[src/rtl/adc_host_if_pkg.sv]
`timescale 1ns/1ps
package adc_host_if_pkg;
  typedef enum logic {ST_IDLE, ST_CONV} convState_t;

  // strobes from control to datapath
  typedef struct packed {
    logic eoc;       // end of conversion: capture quantizer output
    logic viewLoad;  // presented value may follow the result register
  } dpStrobe_t;
endpackage

[src/rtl/adc_host_if_sync.sv]
`timescale 1ns/1ps
module adc_host_if_sync #(
  parameter int WIDTH  = 3,
  parameter int STAGES = 2
) (
  input  logic             clk,
  input  logic             rstN,
  input  logic [WIDTH-1:0] asyncIn,
  output logic [WIDTH-1:0] syncOut
);
  logic [WIDTH-1:0] chain [STAGES];

  generate
    for (genvar s = 0; s < STAGES; s++) begin : g_stage
      if (s == 0) begin : g_first
        always_ff @(posedge clk or negedge rstN)
          if (!rstN) chain[s] <= '1;
          else       chain[s] <= asyncIn;
      end else begin : g_next
        always_ff @(posedge clk or negedge rstN)
          if (!rstN) chain[s] <= '1;
          else       chain[s] <= chain[s-1];
      end
    end
  endgenerate

  assign syncOut = chain[STAGES-1];
endmodule

[src/rtl/adc_host_if_ctrl.sv]
`timescale 1ns/1ps
module adc_host_if_ctrl
  import adc_host_if_pkg::*;
#(
  parameter int CONV_CYCLES = 2
) (
  input  logic      clk,
  input  logic      rstN,
  input  logic      csS,
  input  logic      rdS,
  input  logic      wrS,
  input  logic      busWide,
  input  logic      byteHigh,
  output logic      holdN,
  output logic      busy,
  output logic      rdEn,
  output dpStrobe_t strobe
);
  localparam int CW = $clog2(CONV_CYCLES + 1);

  convState_t state;
  logic [CW-1:0] cnt;
  logic startReq, lastCycle, rdEnD, readEnd, lock, lockNext;

  assign startReq  = !wrS && !csS;
  assign rdEn      = !rdS && !csS;
  assign lastCycle = (state == ST_CONV) && (cnt == CW'(CONV_CYCLES - 1));
  assign readEnd   = rdEnD && !rdEn;

  always_comb begin
    lockNext = lock;
    if (readEnd) lockNext = !busWide && !byteHigh;
  end

  assign strobe.eoc      = lastCycle;
  assign strobe.viewLoad = !lockNext;

  always_ff @(posedge clk or negedge rstN) begin
    if (!rstN) begin
      state <= ST_IDLE;
      cnt   <= '0;
      holdN <= 1'b1;
      busy  <= 1'b0;
      rdEnD <= 1'b0;
      lock  <= 1'b0;
    end else begin
      rdEnD <= rdEn;
      lock  <= lockNext;
      holdN <= 1'b1;
      unique case (state)
        ST_IDLE: if (startReq) begin
          state <= ST_CONV;
          cnt   <= '0;
          holdN <= 1'b0;
          busy  <= 1'b1;
        end
        ST_CONV: if (lastCycle) begin
          state <= ST_IDLE;
          busy  <= 1'b0;
        end else begin
          cnt <= cnt + 1'b1;
        end
        default: state <= ST_IDLE;
      endcase
    end
  end
endmodule

[src/rtl/adc_host_if_dpath.sv]
`timescale 1ns/1ps
module adc_host_if_dpath
  import adc_host_if_pkg::*;
#(
  parameter int CODE_W = 10,
  parameter int BYTE_W = 8
) (
  input  logic              clk,
  input  logic              rstN,
  input  dpStrobe_t         strobe,
  input  logic [CODE_W-1:0] cvtCode,
  input  logic              cvtOvr,
  input  logic              rdEn,
  input  logic              busWide,
  input  logic              byteHigh,
  output logic [CODE_W:0]   dataOut,
  output logic [CODE_W:0]   dataOe
);
  localparam int OW = CODE_W + 1;

  logic [OW-1:0] resultReg, viewReg, captured;

  assign captured = {cvtOvr, cvtCode};

  always_ff @(posedge clk or negedge rstN) begin
    if (!rstN) begin
      resultReg <= '0;
      viewReg   <= '0;
    end else begin
      if (strobe.eoc) resultReg <= captured;
      if (strobe.viewLoad) viewReg <= strobe.eoc ? captured : resultReg;
    end
  end

  assign dataOut = viewReg;

  generate
    for (genvar i = 0; i < OW; i++) begin : g_oe
      localparam bit IS_HI = (i >= BYTE_W);
      assign dataOe[i] = rdEn && (busWide || (byteHigh == IS_HI));
    end
  endgenerate
endmodule

[src/rtl/adc_host_if.sv]
`timescale 1ns/1ps
module adc_host_if
  import adc_host_if_pkg::*;
#(
  parameter int CODE_W      = 10,
  parameter int BYTE_W      = 8,
  parameter int CONV_CYCLES = 2,
  parameter int SYNC_STAGES = 2
) (
  input  logic              clk,
  input  logic              rstN,
  input  logic              csN,
  input  logic              rdN,
  input  logic              wrN,
  input  logic              busWide,
  input  logic              byteHigh,
  input  logic [CODE_W-1:0] cvtCode,
  input  logic              cvtOvr,
  output logic              holdN,
  output logic              busyOut,
  output logic              busyOe,
  output logic [CODE_W:0]   dataOut,
  output logic [CODE_W:0]   dataOe
);
  logic [2:0] strobeSync;
  logic csS, rdS, wrS, busy, rdEn;
  dpStrobe_t strobe;

  adc_host_if_sync #(.WIDTH(3), .STAGES(SYNC_STAGES)) u_sync (
    .clk(clk), .rstN(rstN), .asyncIn({csN, rdN, wrN}), .syncOut(strobeSync)
  );
  assign {csS, rdS, wrS} = strobeSync;

  adc_host_if_ctrl #(.CONV_CYCLES(CONV_CYCLES)) u_ctrl (
    .clk(clk), .rstN(rstN), .csS(csS), .rdS(rdS), .wrS(wrS),
    .busWide(busWide), .byteHigh(byteHigh),
    .holdN(holdN), .busy(busy), .rdEn(rdEn), .strobe(strobe)
  );

  adc_host_if_dpath #(.CODE_W(CODE_W), .BYTE_W(BYTE_W)) u_dpath (
    .clk(clk), .rstN(rstN), .strobe(strobe), .cvtCode(cvtCode), .cvtOvr(cvtOvr),
    .rdEn(rdEn), .busWide(busWide), .byteHigh(byteHigh),
    .dataOut(dataOut), .dataOe(dataOe)
  );

  assign busyOut = !busy;
  assign busyOe  = !(rdS && csS);
endmodule

[config.mk]
export PLATFORM = sky130hd
export DESIGN_NAME = adc_host_if
export DESIGN_NICKNAME = d
export VERILOG_FILES = /design/src/rtl/adc_host_if_pkg.sv /design/src/rtl/adc_host_if_sync.sv /design/src/rtl/adc_host_if_ctrl.sv /design/src/rtl/adc_host_if_dpath.sv /design/src/rtl/adc_host_if.sv
export SDC_FILE = /design/constraint.sdc
export NUM_CORES = 1
export LEC_CHECK = 0
export BUFFER_PORTS_ARGS = -buffer_cell sky130_fd_sc_hd__buf_4
export CORE_MARGIN = 10
export CORE_UTILIZATION = 57
export CTS_BUF_LIST = sky130_fd_sc_hd__clkbuf_8
export CTS_CLUSTER_DIAMETER = 40
export DETAILED_ROUTE_END_ITERATION = 6
export PLACE_DENSITY_LB_ADDON = 0.25
export REMOVE_ABC_BUFFERS = 1
export SLEW_MARGIN = 20
export SYNTH_ARGS = -nofsm -noshare
export SYNTH_HDL_FRONTEND = slang
export SYNTH_HIERARCHICAL = 1
export SYNTH_SLANG_ARGS = --single-unit
[constraint.sdc]
create_clock -name clk -period 3.9 [get_ports clk]
set_input_delay 0.585 -clock clk [delete_from_list [all_inputs] [get_ports clk]]
set_output_delay 0.585 -clock clk [all_outputs]
set_load 0.05 [all_outputs]
==> impl_metrics.py, run 1 <==
metrics = {
    "timing": {
        "worst_slew_pin_slew_ps": 1063,
        "finClkSkew_ps": 5.794,
        "hold_violations": 0,
        "drv_slew": 0,
        "worst_slack_ps": 1473,
        "period_minus_slack_ps": 2427,
        "hold_ws_ps": 233.8,
        "max_freq_mhz": 412.1,
        "rsz0062_at_grt": "false",
        "min_period_over_period_pct": 62.22,
        "setup_tns_ps": 0,
        "relSlewSlack_pct": 27.71,
        "setup_viol": 0,
    },
    "floorplanning": {
        "initial_core_util_pct": 60.41,
        "coreArea_sq_um": 2500,
        "die_h_um": 71.48,
        "dieArea_sq_um": 5109,
        "rows": 18,
        "die_x_um": 71.48,
        "ios": 43,
    },
    "clocking": {
        "cts.sinks": 35,
        "cts_buffers": 5,
        "cts_tree": "done",
        "clk_latency_ps": 290,
        "cts-root-buf": "clkbuf_8",
        "htree_num_levels": 2,
        "clk_pin_slew_ps": 70,
        "cts_hold_buf": 0,
        "cts_setup_buffers": 0,
        "clock_path_buffers": 2,
        "cts.repair.resized": 0,
    },
    "global_routing": {
        "grt_first_pass_wirelength_mm": 4.774,
        "grt_overflow": 0,
        "grt_use_total_pct": 11.87,
        "first_global_vias": 1000,
        "grt_max_degree": 36,
        "antenna_found_initial": 0,
    },
    "finish": {
        "syn2layout_area_growth_pct": 25.10,
        "drive_gt1_share_pct": 63.43,
        "final_cell_mix": "buf_4 (42), dfrtp_1 (28), mux2_4 (21), dfstp_2 (7)",
        "fin_area_sq_um": 1889,
        "layout_commonest_cell": "buf_4",
        "antennaDiodeCount": 0,
        "utilization_pct": 75.58,
        "finalNetCount": 152,
        "final_cells": 164,
    },
    "worst_setup_path": {
        "crit_family": "compound AO/OA/AOI/OAI gates",
        "path_buf_inv": 1,
        "critical_path_class": "flip-flop to output port",
        "reg2regPathDepth": 5,
        "crit_fanout": 8,
        "critPathSlowestCell": "a21boi_0",
        "path_cells": "nor2_1 -> a21boi_0 -> buf_4",
        "worst_setup_path_start_kind": "flip-flop",
        "rr_startpoint": "u_ctrl/cnt[1]$_DFFE_PN0P_",
        "critPathLaunch": "u_sync/syncOut[2]$_DFF_PN1_",
        "max_stage_delay_ps": 640,
        "cp-end-kind": "output port",
        "cp_num_cells": 3,
        "crit_arrival_ps": 1840,
        "required_ps": 3310,
    },
    "drt": {
        "dr.first_iter.drc_count": 51,
        "drt_wl_total_mm": 2.778,
        "ant_nets": 0,
        "via_count": 845,
        "wire_per_inst_um": 16.94,
        "dr.pass1.iters": 4,
        "drc": 0,
        "via_per_inst": 5.152,
    },
    "logic_synthesis": {
        "ys_ff_latch": 35,
        "ys_async_sr_fraction_pct": 100.0,
        "syn_inst": 99,
        "yosys_most_used_dff": "dfrtp_1",
        "yosysWarningCount": 6,
        "yosysSeqAreaShare_pct": 58.57,
        "ys_types": 24,
        "synth_edf_count": 0,
        "synth_area_per_cell_sq_um": 15.25,
        "synth_area_sq_um": 1510,
    },
    "place": {
        "place_ws_ps": 1687,
        "hpwlAfterDp_mm": 1.981,
        "placed_cells": 156,
        "io_buffers": 42,
        "postPlaceCellArea_sq_um": 1753,
        "gp_congestion": 0.7878,
    },
    "power_and_ir_drop": {
        "power_density_nw_per_um2": 923.6,
        "p_leak_nw": 0.9371,
        "p_total_mw": 1.745,
        "peakVddDrop_mv": 0.7190,
    },
    "hold_path": {
        "hold_path.class": "primary input to async pin",
    },
    "job": {
        "drv_cap": 0,
    },
    "outcome": {
        "outcome": "finished, final reports clean",
    },
}
## worst paths after layout
kind / end / slack [ps]
min in group clk: u_sync/syncOut[2]$_DFF_PN1_ / 360
max in group asynchronous: u_sync/syncOut[1]$_DFF_PN1_ / 3330
worst max register to register: u_dpath/dataOut[8]$_DFFE_PN0P_ / 1720
worst min-delay path: u_dpath/resultReg[2]$_DFF_PN0_ / 230
worst min register to register: u_sync/syncOut[2]$_DFF_PN1_ / 360
worst max-delay path: dataOe[3] / 1470
## area by class of cell
| type | instances | area (sq um) |
|---|---|---|
| Clock inverter | 3 | 67.56 |
| Multi-Input combinational cell | 44 | 496.7 |
| Clock buffer | 5 | 68.82 |
| Timing Repair Buffer | 42 | 315.3 |
| Sequential cell | 35 | 884.6 |
| Fill cell | 152 | 610.6 |
| Inverter | 5 | 18.77 |
| Tap cell | 30 | 37.54 |
## cells in the mapped netlist, types with 2 or more instances
cell | count | share of area, %
mux2_4 | 21 | 21
nor2_1 | 3 | 0.75
dfstp_2 | 7 | 12
o21ai_2 | 2 | 1.2
mux2i_1 | 2 | 1.3
buf_4 | 13 | 6.5
nor2b_1 | 2 | 0.83
dfrtp_1 | 28 | 46
inv_1 | 5 | 1.2
mux2_2 | 2 | 1.5
## routing by layer
layer	track usage [%]	up-vias	share of wire [%]
li1	-	383	-
met1	13.05	420	42
met2	17.55	37	45
met3	7.851	5	11
met4	5.161	0	1.7
met5	0	-	0
## cells by family after synthesis
kind of cell             Yosys count  share of synthesized area (%)
AO/OA/AOI/OAI                      8                          4.143
XOR/XNOR                           1                         0.5801
adder cells (fa/ha/maj)            1                         0.8284
buffers and inverters             20                          8.782
flip-flops                        35                          58.58
multiplexers                      25                          23.69
AND/OR/NAND/NOR                    9                          3.397
## report_power, final
part	leakage [nW]	switching, mW	total [mW]	internal [mW]
logic	0.470	0.421	0.770	0.349
registers	0.403	0.0756	0.588	0.512
clock network	0.0644	0.132	0.387	0.255
## state kept, by name (all words and copies together), names as in the netlist, named ones only
name	cells
u_ctrl/rdEnD	1
u_dpath/resultReg	11
u_ctrl/holdN	1
u_ctrl/cnt	2
u_ctrl/state	1
u_ctrl/busy	1
u_sync/syncOut	3
u_dpath/dataOut	11
u_sync/chain	3
No activity file was read; power rests on OpenSTA's default activity.
==> run 2: changes to the inputs <==
--- a/config.mk
+++ b/config.mk
@@ -7,7 +7,7 @@
 export LEC_CHECK = 0
 export BUFFER_PORTS_ARGS = -buffer_cell sky130_fd_sc_hd__buf_4
 export CORE_MARGIN = 10
-export CORE_UTILIZATION = 57
+export CORE_UTILIZATION = 48
 export CTS_BUF_LIST = sky130_fd_sc_hd__clkbuf_8
 export CTS_CLUSTER_DIAMETER = 40
 export DETAILED_ROUTE_END_ITERATION = 6
==> constraint.sdc (replaced) <==
create_clock -name clk -period 2.2 [get_ports clk]
set_input_delay 0.33 -clock clk [delete_from_list [all_inputs] [get_ports clk]]
set_output_delay 0.33 -clock clk [all_outputs]
set_load 0.05 [all_outputs]
==> run 2 against run 1 <==
- critical endpoint is now dataOe[0]
- total power grew 64%
- critical path type unchanged
- critical path depth is the same
- highest routed layer unchanged
- register-to-register slack lost 1400 ps
- count of clock-buffer cells in the layout is the same
- hold slack lost 88 ps
- setup slack lost 1300 ps
==> impl_metrics.py, run 2 (same netlist as run 1, synthesis figures left out) <==
metrics = {
    "hold_path": {
        "hold_path.class": "primary input to flip-flop",
    },
    "clocking": {
        "cts_buffers": 5,
        "clk_pin_slew_ps": 60,
        "cts-root-buf": "clkbuf_8",
        "htree_num_levels": 2,
        "clk_latency_ps": 290,
        "clock_path_buffers": 2,
        "cts_tree": "done",
        "cts_setup_buffers": 0,
        "cts.sinks": 35,
    },
    "timing": {
        "setup_tns_ps": 0,
        "hold_ws_ps": 146.2,
        "drv_slew": 0,
        "hold_violations": 0,
        "worst_slew_pin_slew_ps": 535.4,
        "finClkSkew_ps": 7.283,
        "period_minus_slack_ps": 2024,
        "min_period_over_period_pct": 92.01,
        "max_freq_mhz": 494.0,
        "rsz0062_at_grt": "false",
        "worst_slack_ps": 175.7,
        "setup_viol": 0,
        "relSlewSlack_pct": 64.23,
    },
    "floorplanning": {
        "ios": 43,
        "coreArea_sq_um": 3028,
        "die_h_um": 76.09,
        "die_x_um": 76.09,
        "rows": 20,
        "initial_core_util_pct": 49.88,
        "dieArea_sq_um": 5790,
    },
    "global_routing": {
        "use_met3_pct": 3.538,
        "first_global_vias": 993,
        "grt_max_degree": 36,
        "grt_first_pass_wirelength_mm": 4.692,
        "grt_use_total_pct": 10.27,
        "antenna_found_initial": 0,
        "grtUsageMet1_pct": 10.29,
        "grt_overflow": 0,
        "met2_usage_pct": 17.18,
        "grt-busiest-layer": "met2",
    },
    "finish": {
        "antennaDiodeCount": 0,
        "layout_commonest_cell": "buf_4",
        "final_cell_mix": "buf_4 (44), dfrtp_1 (28), mux2_4 (21), dfstp_2 (7)",
        "syn2layout_area_growth_pct": 24.44,
        "utilization_pct": 62.07,
        "finalNetCount": 155,
        "drive_gt1_share_pct": 63.50,
    },
    "power_and_ir_drop": {
        "power_density_nw_per_um2": 1519,
        "p_total_mw": 2.856,
        "peakVddDrop_mv": 0.7691,
        "p_leak_nw": 0.9351,
    },
    "drt": {
        "drc": 0,
        "drt_wl_total_mm": 2.841,
        "via_count": 837,
        "dr.first_iter.drc_count": 26,
        "ant_nets": 0,
        "wire_per_inst_um": 15.70,
        "via_per_inst": 4.624,
        "dr.pass1.iters": 4,
    },
    "place": {
        "place_ws_ps": 266.0,
        "hpwlAfterDp_mm": 2.121,
        "io_buffers": 42,
        "gp_congestion": 0.6557,
    },
    "worst_setup_path": {
        "crit_arrival_ps": 1690,
        "critical_path_class": "flip-flop to output port",
        "crit_fanout": 8,
        "required_ps": 1870,
        "worst_setup_path_start_kind": "flip-flop",
        "cp-end-kind": "output port",
    },
    "job": {
        "drv_cap": 0,
    },
    "outcome": {
        "outcome": "finished, final reports clean",
    },
}
## run 2: changes by cell type in the layout (fill, tap and decap cells not counted)
cell	delta
a21boi_1	+1
clkinv_2	+3
bufinv_16	-2
clkinvlp_4	-1
buf_4	+2
dlygate4sd3_1	+1
a21boi_0	-1
## run 2: per-stage QoR
step           instances  cell area, sq um
5_1_grt              181              1879
4_1_cts              181              1879
2_1_floorplan         84              1396
3_5_place_dp         172              1785
6_report             181              1879
3_3_place_gp         172              1785
## run 2: worst max-delay path: stages (launching register included)
cell	delay [ps]
dfstp_2	400
nor2_1	200
a21boi_1	500
buf_4	300
## run 2: where the power goes
| part | leakage [nW] | switching (mW) | internal (mW) | total, mW |
|---|---|---|---|---|
| Clock | 0.0477 | 0.222 | 0.216 | 0.438 |
| Combinational | 0.485 | 0.747 | 0.628 | 1.37 |
| Sequential | 0.403 | 0.133 | 0.909 | 1.04 |
## run 2: routing by layer
layer / vias to the layer above / share of wire (%)
met5: - / 0
met2: 19 / 55
met1: 418 / 37
met4: 0 / 1.8
met3: 6 / 5.8
li1: 394 / -
## run 2: area by class of cell
class                      instances  area [sq um]
multi-input combinational         44         496.7
fill                             238          1149
timing repair buffer              45         340.3
clock inverter                     3         15.01
clock buffer                       5         68.82
sequential                        35         884.6
inverter                           5         18.77
tap                               44         55.05
## run 2: path summary, 6_finish.rpt
kind                                        startpoint                             end  slack [ps]  cells after the start
max reg2reg                  u_ctrl/cnt[1]$_DFFE_PN0P_  u_dpath/dataOut[8]$_DFFE_PN0P_         320                      6
max in group asynchronous                         rstN          u_ctrl/holdN$_DFF_PN1_        1330                      2
max                        u_sync/syncOut[2]$_DFF_PN1_                       dataOe[0]         180                      3
min reg2reg                  u_sync/chain[3]$_DFF_PN1_     u_sync/syncOut[0]$_DFF_PN1_         360                      0
min in group asynchronous                         rstN  u_dpath/resultReg[4]$_DFF_PN0_         520                      2
min                                                csN       u_sync/chain[5]$_DFF_PN1_         150                      1
## run 2: timing repair
| action | in CTS | in global routing |
|---|---|---|
| resized for setup | 1 | 0 |
| endpoints found under the hold margin | 28 | 0 |
| hold buffers | 1 | 0 |
| setup endpoints to repair | 8 | 0 |
